`config.mk`:
```
export PLATFORM = sky130hd
export DESIGN_NAME = exc_entry_unit
export DESIGN_NICKNAME = d
export VERILOG_FILES = /design/src/rtl/exc_entry_pkg.sv /design/src/rtl/exc_cause_decode.sv /design/src/rtl/exc_mode_map.sv /design/src/rtl/exc_bank_file.sv /design/src/rtl/exc_entry_unit.sv
export SDC_FILE = /design/constraint.sdc
export NUM_CORES = 1
export LEC_CHECK = 0
export BUFFER_PORTS_ARGS = -buffer_cell sky130_fd_sc_hd__buf_2
export CORE_MARGIN = 2
export CORE_UTILIZATION = 55
export CTS_CLUSTER_SIZE = 14
export DETAILED_ROUTE_END_ITERATION = 8
export GPL_TIMING_DRIVEN = 0
export PLACE_DENSITY = 0.79
export SLEW_MARGIN = 0
export SYNTH_ARGS = -nofsm -noshare
export SYNTH_HDL_FRONTEND = slang
export SYNTH_HIERARCHICAL = 1
export SYNTH_SLANG_ARGS = --single-unit
```
`constraint.sdc`:
```
create_clock -name clk -period 9.6 [get_ports clk]
set_input_delay 0.48 -clock clk [delete_from_list [all_inputs] [get_ports clk]]
set_output_delay 0.48 -clock clk [all_outputs]
set_load 0.01 [all_outputs]
```
`src/rtl/exc_entry_pkg.sv`:
```
`timescale 1ns/1ps
package exc_entry_pkg;

   localparam int MODE_W = 5;

   typedef enum logic [MODE_W-1:0] {
      MODE_USER = 5'h10,
      MODE_INTR = 5'h12,
      MODE_PRIV = 5'h13,
      MODE_TRAP = 5'h17,
      MODE_SYS  = 5'h1F
   } mode_e;

   typedef enum logic [2:0] {
      CAUSE_PCALL = 3'd0,
      CAUSE_IABT  = 3'd1,
      CAUSE_DABT  = 3'd2,
      CAUSE_IRQ   = 3'd3
   } cause_e;

   typedef enum logic [1:0] {
      WSEL_SP   = 2'd0,
      WSEL_LR   = 2'd1,
      WSEL_SS   = 2'd2,
      WSEL_NONE = 2'd3
   } wsel_e;

   localparam int VOFF_W = 8;

endpackage

```
`src/rtl/exc_cause_decode.sv`:
```
`timescale 1ns/1ps
module exc_cause_decode
   import exc_entry_pkg::*;
(
   input  logic [2:0]        cause,
   output logic [MODE_W-1:0] tgt_mode,
   output logic [VOFF_W-1:0] vec_off,
   output logic              cause_ok
);

   always_comb begin
      tgt_mode = MODE_USER;
      vec_off  = '0;
      cause_ok = 1'b1;
      case (cause)
         CAUSE_PCALL: begin tgt_mode = MODE_PRIV; vec_off = 8'h08; end
         CAUSE_IABT:  begin tgt_mode = MODE_TRAP; vec_off = 8'h0C; end
         CAUSE_DABT:  begin tgt_mode = MODE_TRAP; vec_off = 8'h10; end
         CAUSE_IRQ:   begin tgt_mode = MODE_INTR; vec_off = 8'h18; end
         default:     cause_ok = 1'b0;
      endcase
   end

endmodule

```
`src/rtl/exc_mode_map.sv`:
```
`timescale 1ns/1ps
module exc_mode_map
   import exc_entry_pkg::*;
#(
   parameter int SLOT_W       = 2,
   parameter bit SYS_OWN_SLOT = 1'b0
) (
   input  logic [MODE_W-1:0] mode,
   output logic [SLOT_W-1:0] slot,
   output logic              known
);

   logic [SLOT_W-1:0] slot_base;

   always_comb begin
      slot_base = '0;
      known     = 1'b1;
      case (mode)
         MODE_USER: slot_base = SLOT_W'(0);
         MODE_SYS:  slot_base = SLOT_W'(0);
         MODE_PRIV: slot_base = SLOT_W'(1);
         MODE_TRAP: slot_base = SLOT_W'(2);
         MODE_INTR: slot_base = SLOT_W'(3);
         default:   known     = 1'b0;
      endcase
   end

   // Variant: system mode either shares the user slot or gets a fifth one.
   generate
      if (SYS_OWN_SLOT) begin : g_sys_own
         assign slot = (mode == MODE_SYS) ? SLOT_W'(4) : slot_base;
      end else begin : g_sys_shared
         assign slot = slot_base;
      end
   endgenerate

endmodule

```
`src/rtl/exc_bank_file.sv`:
```
`timescale 1ns/1ps
module exc_bank_file #(
   parameter int W         = 96,
   parameter int NUM_SLOTS = 4,
   parameter int SLOT_W    = 2
) (
   input  logic              clk,
   input  logic              rst_n,
   input  logic              save_en,
   input  logic [SLOT_W-1:0] save_slot,
   input  logic [W-1:0]      save_data,
   input  logic [SLOT_W-1:0] rd_slot,
   output logic [W-1:0]      rd_data
);

   generate
      if (NUM_SLOTS > (1 << SLOT_W)) begin : g_bad_slots
         $error("exc_bank_file: slot index too narrow for NUM_SLOTS");
      end
   endgenerate

   logic [W-1:0] slot_q [NUM_SLOTS];

   generate
      for (genvar g = 0; g < NUM_SLOTS; g++) begin : g_slot
         always_ff @(posedge clk) begin
            if (!rst_n)
               slot_q[g] <= '0;
            else if (save_en && (save_slot == SLOT_W'(g)))
               slot_q[g] <= save_data;
         end
      end
   endgenerate

   assign rd_data = slot_q[rd_slot];

   // a save lands in the addressed slot
   p_save_lands_r7: assert property (@(posedge clk) disable iff (!rst_n)
      save_en |=> (slot_q[$past(save_slot)] == $past(save_data)));

endmodule

```
`src/rtl/exc_entry_unit.sv`:
```
`timescale 1ns/1ps
module exc_entry_unit
   import exc_entry_pkg::*;
#(
   parameter int               XLEN         = 32,
   parameter int               NUM_SLOTS    = 4,
   parameter bit               SYS_OWN_SLOT = 1'b0,
   parameter int               IDIS_BIT     = 7,
   parameter logic [XLEN-1:0]  VEC_HI_BASE  = XLEN'(32'hFFFF_0000),
   parameter logic [XLEN-1:0]  VEC_LO_BASE  = '0
) (
   input  logic            clk,
   input  logic            rst_n,
   input  logic            exc_req,
   input  logic [2:0]      exc_cause,
   input  logic [XLEN-1:0] cur_pc,
   input  logic [XLEN-1:0] cur_status,
   input  logic            vec_hi_sel,
   input  logic            gpr_we,
   input  logic [1:0]      gpr_sel,
   input  logic [XLEN-1:0] gpr_wdata,
   output logic            exc_taken,
   output logic            exc_fault,
   output logic [XLEN-1:0] new_status,
   output logic [XLEN-1:0] new_pc,
   output logic [XLEN-1:0] sp_val,
   output logic [XLEN-1:0] lr_val,
   output logic [XLEN-1:0] sstat_val
);

   localparam int              SLOT_W    = (NUM_SLOTS > 1) ? $clog2(NUM_SLOTS) : 1;
   localparam int              BANK_W    = 3 * XLEN;
   localparam int              MIN_SLOTS = SYS_OWN_SLOT ? 5 : 4;
   localparam logic [XLEN-1:0] MODE_MASK = XLEN'((1 << MODE_W) - 1);
   localparam logic [XLEN-1:0] IDIS_MASK = XLEN'(1) << IDIS_BIT;

   generate
      if (XLEN < 16) begin : g_bad_xlen
         $error("exc_entry_unit: XLEN below 16");
      end
      if (NUM_SLOTS < MIN_SLOTS) begin : g_bad_slots
         $error("exc_entry_unit: too few bank slots for the mode map");
      end
      if ((IDIS_BIT < MODE_W) || (IDIS_BIT >= XLEN)) begin : g_bad_idis
         $error("exc_entry_unit: interrupt-disable bit overlaps mode or exceeds word");
      end
   endgenerate

   typedef struct packed {
      logic [XLEN-1:0] sp;
      logic [XLEN-1:0] lr;
      logic [XLEN-1:0] ss;
   } bank_t;

   // decode
   logic [MODE_W-1:0] tgt_mode;
   logic [VOFF_W-1:0] vec_off;
   logic              cause_ok;
   logic [MODE_W-1:0] cur_mode;
   logic [SLOT_W-1:0] cur_slot, tgt_slot;
   logic              cur_known, tgt_known;

   assign cur_mode = cur_status[MODE_W-1:0];

   exc_cause_decode u_cause (
      .cause    (exc_cause),
      .tgt_mode (tgt_mode),
      .vec_off  (vec_off),
      .cause_ok (cause_ok)
   );

   exc_mode_map #(.SLOT_W(SLOT_W), .SYS_OWN_SLOT(SYS_OWN_SLOT)) u_cur_map (
      .mode  (cur_mode),
      .slot  (cur_slot),
      .known (cur_known)
   );

   exc_mode_map #(.SLOT_W(SLOT_W), .SYS_OWN_SLOT(SYS_OWN_SLOT)) u_tgt_map (
      .mode  (tgt_mode),
      .slot  (tgt_slot),
      .known (tgt_known)
   );

   logic accept, mode_change;
   assign accept      = exc_req && cause_ok && cur_known && tgt_known;
   assign mode_change = (cur_mode != tgt_mode);

   // banked state
   bank_t live_q, swapped, entered;
   logic [BANK_W-1:0] bank_rd;

   exc_bank_file #(.W(BANK_W), .NUM_SLOTS(NUM_SLOTS), .SLOT_W(SLOT_W)) u_bank (
      .clk       (clk),
      .rst_n     (rst_n),
      .save_en   (accept && mode_change),
      .save_slot (cur_slot),
      .save_data (live_q),
      .rd_slot   (tgt_slot),
      .rd_data   (bank_rd)
   );

   // Step one swaps in the target slot; step two records the return state.
   always_comb begin
      swapped    = mode_change ? bank_t'(bank_rd) : live_q;
      entered    = swapped;
      entered.lr = cur_pc;
      entered.ss = cur_status;
   end

   logic [XLEN-1:0] vec_base, vec_addr, status_nx;
   assign vec_base  = vec_hi_sel ? VEC_HI_BASE : VEC_LO_BASE;
   assign vec_addr  = vec_base + XLEN'(vec_off);
   assign status_nx = (cur_status & ~MODE_MASK) | XLEN'(tgt_mode) | IDIS_MASK;

   logic [XLEN-1:0] status_q, pc_q;
   logic            taken_q, fault_q;

   always_ff @(posedge clk) begin
      if (!rst_n) begin
         live_q   <= '0;
         status_q <= '0;
         pc_q     <= '0;
         taken_q  <= 1'b0;
         fault_q  <= 1'b0;
      end else begin
         taken_q <= accept;
         fault_q <= exc_req && !accept;
         if (accept) begin
            live_q   <= entered;
            status_q <= status_nx;
            pc_q     <= vec_addr;
         end else if (gpr_we && !exc_req) begin
            case (gpr_sel)
               WSEL_SP: live_q.sp <= gpr_wdata;
               WSEL_LR: live_q.lr <= gpr_wdata;
               WSEL_SS: live_q.ss <= gpr_wdata;
               default: ;
            endcase
         end
      end
   end

   assign exc_taken  = taken_q;
   assign exc_fault  = fault_q;
   assign new_status = status_q;
   assign new_pc     = pc_q;
   assign sp_val     = live_q.sp;
   assign lr_val     = live_q.lr;
   assign sstat_val  = live_q.ss;

   // an accepted request is taken on the next cycle
   p_taken_next_r12: assert property (@(posedge clk) disable iff (!rst_n)
      accept |=> exc_taken);

   // a taken pulse always shows an exception mode
   p_exc_mode_r2: assert property (@(posedge clk) disable iff (!rst_n)
      exc_taken |-> (new_status[MODE_W-1:0] == MODE_PRIV ||
                     new_status[MODE_W-1:0] == MODE_TRAP ||
                     new_status[MODE_W-1:0] == MODE_INTR));

   // interrupts are masked after entry
   p_idis_set_r3: assert property (@(posedge clk) disable iff (!rst_n)
      exc_taken |-> new_status[IDIS_BIT]);

   // saved status captures the incoming status
   p_sstat_r4: assert property (@(posedge clk) disable iff (!rst_n)
      accept |=> (sstat_val == $past(cur_status)));

   // link register captures the return PC
   p_link_r5: assert property (@(posedge clk) disable iff (!rst_n)
      accept |=> (lr_val == $past(cur_pc)));

   // same-mode entry keeps the stack register
   p_same_mode_r8: assert property (@(posedge clk) disable iff (!rst_n)
      (accept && !mode_change) |=> $stable(sp_val));

   // a refused request leaves all state unchanged
   p_fault_quiet_r10: assert property (@(posedge clk) disable iff (!rst_n)
      exc_fault |-> (!exc_taken && $stable(sp_val) && $stable(lr_val) &&
                     $stable(sstat_val) && $stable(new_status) && $stable(new_pc)));

endmodule

```
After elaboration in Yosys (flattened, before gate mapping)
Memory sizes are Yosys's and may differ from the RTL's.
Index checks and enable logic that the tools add are counted.
- memories: 1
- RAM bits: 384
- word-level logic and storage cells: 91
- register bits after elaboration: 162
- input port bits: 106
- mux-type cells: 31
- bitwise operators: 5
- add/sub/neg operators: 1
- equality and inequality tests: 20
- reductions and logical operators: 26
- memory list (memory ; depth ; bits a word ; rd ports ; clocked after memory_dff ; wr ports ; line ; RTL):
    u_bank.slot_q ; 4 ; 96 ; 1 ; 0 ; 4 ; exc_bank_file.sv:22 ; logic [W-1:0] slot_q [NUM_SLOTS];
- operator list (operator ; number):
    96-bit two-way mux ; 7
    32-bit two-way mux ; 4
    5-bit equality test, second input constant ; 10
    32-bit by 8-bit adder with 32-bit output ; 1
    32-bit by 5-bit bitwise OR with 32-bit output ; 1
    5-bit case mux with 4 select lines ; 1
    1-bit two-way mux ; 16
    2-bit case mux with 3 select lines ; 2
    1-bit logical AND ; 10
    5-bit OR reduction ; 2
    3-bit case mux with 3 select lines ; 1
    2-bit nonzero test ; 4
    2-bit equality test, second input constant ; 3
    3-bit by 2-bit equality test with 1-bit output, second input constant ; 2
    5-bit inequality test ; 1
    2-bit by 1-bit equality test with 1-bit output, second input constant ; 2
    2-bit logical NOT ; 2
    1-bit bitwise OR ; 4
    2-bit AND reduction ; 2
    4-bit OR reduction ; 1
    3-bit by 1-bit equality test with 1-bit output, second input constant ; 1
    3-bit logical NOT ; 1
    3-bit AND reduction ; 1
    1-bit logical NOT ; 2
    other kinds (2) ; 2

Logic depth before layout (Yosys ltp)
- depth in word-level cells: 13
- mapped depth: 12

By module
Netlist, hierarchy kept.
- by module, submodules not included (module ; cells each ; sequential area each (um^2) ; area an instance (um^2) ; times used):
    exc_bank_file ; 937 ; 11531.1 ; 16495.8 ; 1
    exc_entry_unit ; 792 ; 2782.7 ; 6995.5 ; 1
    exc_cause_decode ; 18 ; 0.0 ; 105.1 ; 1
    exc_mode_map ; 8 ; 0.0 ; 51.3 ; 2

Worst setup path after synthesis
Ideal clock, no wire load.
- kind: input to register
- start point: input port exc_cause[1]
- end point: memory u_bank.slot_q[0][0], enable pin
- cell stages on the path: 9
- setup slack: 0.029 ns
- buffers on the path: 2
- library setup time: 0.683 ns
- arrival time: 8.888 ns
- path through: a21oi_1 nand2b_1 o2111a_1 nand4_2 clkbuf_1 clkbuf_1 a31oi_1 nand2b_1 o21ai_0
- RTL lines (element ; line ; RTL):
    start, declared ; exc_entry_unit.sv:15 ; input logic [2:0] exc_cause,
    end, declared ; exc_bank_file.sv:22 ;

==> flow_summary.yaml <==
run_status:
  outcome: "complete, no violations"
clock_network:
  cts_sinks: 267
  cts_hold_buffers: 0
  insertion_delay_ns: 0.55
  number_of_buffers_on_the_longest_clock_path: 3
  clk_pin_slew_worst_paths_ns: 0.06
  cts_made_buffers: 28
  htree_levels: 1
  cts.repair_timing.setup_buffer_count: 0
  cts_tree: "done"
  ctsRootBufferMaster: "sky130_fd_sc_hd__clkbuf_16"
  cts_repair_resize_count: 0
worst_hold_path:
  hp-class: "input port to flip-flop"
  hold_path_end: "lr_val[26]"
  worstHoldPathCells: 2
  worst_hold_startpoint: "cur_pc[26]"
grt:
  globalRoute.totalOverflow: 0
  grt_max_degree: 23
  grtUsageTotal: 0.304
  antenna_found_initial: 5
  grt_pass1_wl_um: 56700
  vias_in_the_first_global_route: 10100
critical_path:
  r2r_start: "u_bank/slot_q[3][92]"
  path_delay_family: "compound AO/OA/AOI/OAI gates"
  ff2ff_setup_slack_ns: 7.94
  endpoint_of_the_worst_register_to_register_path: "sp_val[28]"
  crit_chain: "buf_2 -> a21oi_1 -> nand2b_1 -> o2111a_1 -> nand4_2 -> clkbuf_1 -> clkbuf_1 -> a31oi_1 -> nand2b_1 -> o21ai_4 -> buf_16"
  setup.worst_path.end_class: "flip-flop"
  critPathSlowestCell: "sky130_fd_sc_hd__o21ai_4"
  startpoint_type: "input port"
  crit_path_max_incr_delay_ns: 0.64
  startpoint_to_endpoint_class_of_the_critical_path: "input port to flip-flop"
  crit_fanout: 19
  timing.critical_path.arrival_ns: 4.10
  timing.critical_path.buf_inv: 4
  reg2regPathDepth: 5
  crit_required_ns: 9.85
timing:
  total_count_of_hold_check_failures_in_the_final_report: 0
  min_period_ns: 3.86
  timing.fmax_mhz: 259
  setup_violations: 0
  rsz0062_at_grt: "no"
  fin_setup_tns_ns: 0
  pin_slew_with_the_least_headroom_to_its_limit_ns: 0.739
  worst_clock_skew_ns: 0.0200
  maxSlewHeadroom: 0.505
  min_period_over_period: 0.402
  slew_violations: 0
power_and_ir_drop:
  power_per_cell_area_nw_per_um2: 159
  worst_ir_drop_vdd_mv: 0.135
  power.static_leakage_uw: 0.00693
floorplanning:
  std_cell_rows: 55
  number_of_ports_placed_on_the_die_boundary: 268
  die_width_um: 157
  height_of_the_die_um: 157
  initial_utilization: 0.564
  core_area_sq_um: 22800
  die_area_sq_um: 24600
final_layout:
  nets: 1567
  drive_above_1_share: 0.316
  area_growth_pct: 21.4
  util_after_layout: 0.684
routing:
  remaining_drc_errors: 0
  detail_route.iter0.violations: 891
  route.detailed.vias_per_inst: 5.63
  detailedRoute.firstPassIterationCount: 5
  detail-route-antenna-nets: 0
  totalWireLength_um: 37600
  routed-via-count: 10100
  wire_per_inst_um: 20.9
flow_run:
  max_cap_violations: 0
yosys:
  synth.cell_area_sq_um: 12800
  synthCells: 1156
  synth-warning-count: 6
  synth.avg_cell_area_sq_um: 11.1
placement:
  place_congestion: 0.939
  hpwlAfterDp_um: 28100
  portBuffers: 259
placed cells by master (no fill, tap or decap), types with 3 or more instances in the layout:
cell	instances
sky130_fd_sc_hd__clkbuf_1	58
sky130_fd_sc_hd__mux2i_1	38
sky130_fd_sc_hd__and2_1	161
sky130_fd_sc_hd__clkinv_1	6
sky130_fd_sc_hd__clkbuf_16	29
sky130_fd_sc_hd__and4bb_2	3
sky130_fd_sc_hd__buf_4	35
sky130_fd_sc_hd__conb_1	15
sky130_fd_sc_hd__xnor2_1	4
sky130_fd_sc_hd__inv_1	38
sky130_fd_sc_hd__dfxtp_1	139
sky130_fd_sc_hd__diode_2	3
sky130_fd_sc_hd__a21boi_0	66
sky130_fd_sc_hd__nand2b_1	5
sky130_fd_sc_hd__mux4_2	32
sky130_fd_sc_hd__clkinvlp_4	3
sky130_fd_sc_hd__o21ai_4	4
sky130_fd_sc_hd__mux2_2	26
sky130_fd_sc_hd__o211a_1	38
sky130_fd_sc_hd__nor2_1	6
sky130_fd_sc_hd__nand2_1	177
sky130_fd_sc_hd__buf_2	283
sky130_fd_sc_hd__edfxtp_1	128
sky130_fd_sc_hd__clkinv_2	4
sky130_fd_sc_hd__o21ai_2	10
sky130_fd_sc_hd__o21ai_1	20
sky130_fd_sc_hd__a211oi_1	32
sky130_fd_sc_hd__o31ai_1	32
sky130_fd_sc_hd__buf_16	4
sky130_fd_sc_hd__a311oi_1	32
sky130_fd_sc_hd__clkbuf_2	13
sky130_fd_sc_hd__buf_6	9
per-stage QoR:
| stage | cell area, sq um | setup WS (ns) | cells | power (uW) | hold slack (ns) |
|---|---|---|---|---|---|
| 3_3_place_gp | 14600 | 2.04 | 1740 | 1480 | 0.448 |
| 5_1_grt | 15600 | 5.55 | 1797 | 2540 | 0.161 |
| 4_1_cts | 15600 | 5.83 | 1795 | 2480 | 0.166 |
| 2_1_floorplan | 12900 | 4.69 | 1168 | 1390 | 0.488 |
| 6_report | 15600 | 5.74 | 1798 | 2470 | 0.164 |
| 3_5_place_dp | 14700 | 5.27 | 1744 | 1490 | 0.456 |
how the worst max path moves through the flow:
| stage | start | end | slack [ns] | depth (start not counted) |
|---|---|---|---|---|
| CTS | exc_cause[1] | u_bank/slot_q[1][64] | 5.83 | 11 |
| global placement | exc_cause[2] | u_bank/slot_q[1][73] | 2.04 | 10 |
| detailed placement | exc_cause[1] | u_bank/slot_q[1][73] | 5.27 | 11 |
| finish | exc_cause[2] | u_bank/slot_q[1][66] | 5.74 | 11 |
| global route | exc_cause[1] | u_bank/slot_q[1][69] | 5.55 | 11 |
| floorplan | exc_cause[1] | u_bank/slot_q[0][64] | 4.69 | 9 |
flip-flops by register name, indices dropped and copies added (netlist names):
name / flops
new_status: 32
sp_val: 32
u_bank/slot_q: 128
exc_taken: 1
exc_fault: 1
new_pc: 9
sstat_val: 32
lr_val: 32
where the power goes:
part	internal (uW)	leakage, uW	switching (uW)
logic	90.8	0.00408	137
registers	1220	0.00244	15.5
clock network	563	0.000407	446
layer usage:
layer,GRT usage,part of all wire,up-vias
met3,0.0593,0.087,74
met2,0.544,0.51,489
met4,0.0795,0.025,2
li1,-,-,4694
met1,0.377,0.38,4865
met5,0,0.00029,-
final cells by class:
type,count,area (sq um)
Fill cell,1742,7190
Tap cell,313,392
Clock buffer,35,768
Multi-Input combinational cell,727,5390
Antenna cell,3,7.51
Timing Repair Buffer,263,1410
Clock inverter,16,81.3
Buffer,136,772
Inverter,38,143
Sequential cell,267,6630
(Power assumes the default switching activity.)
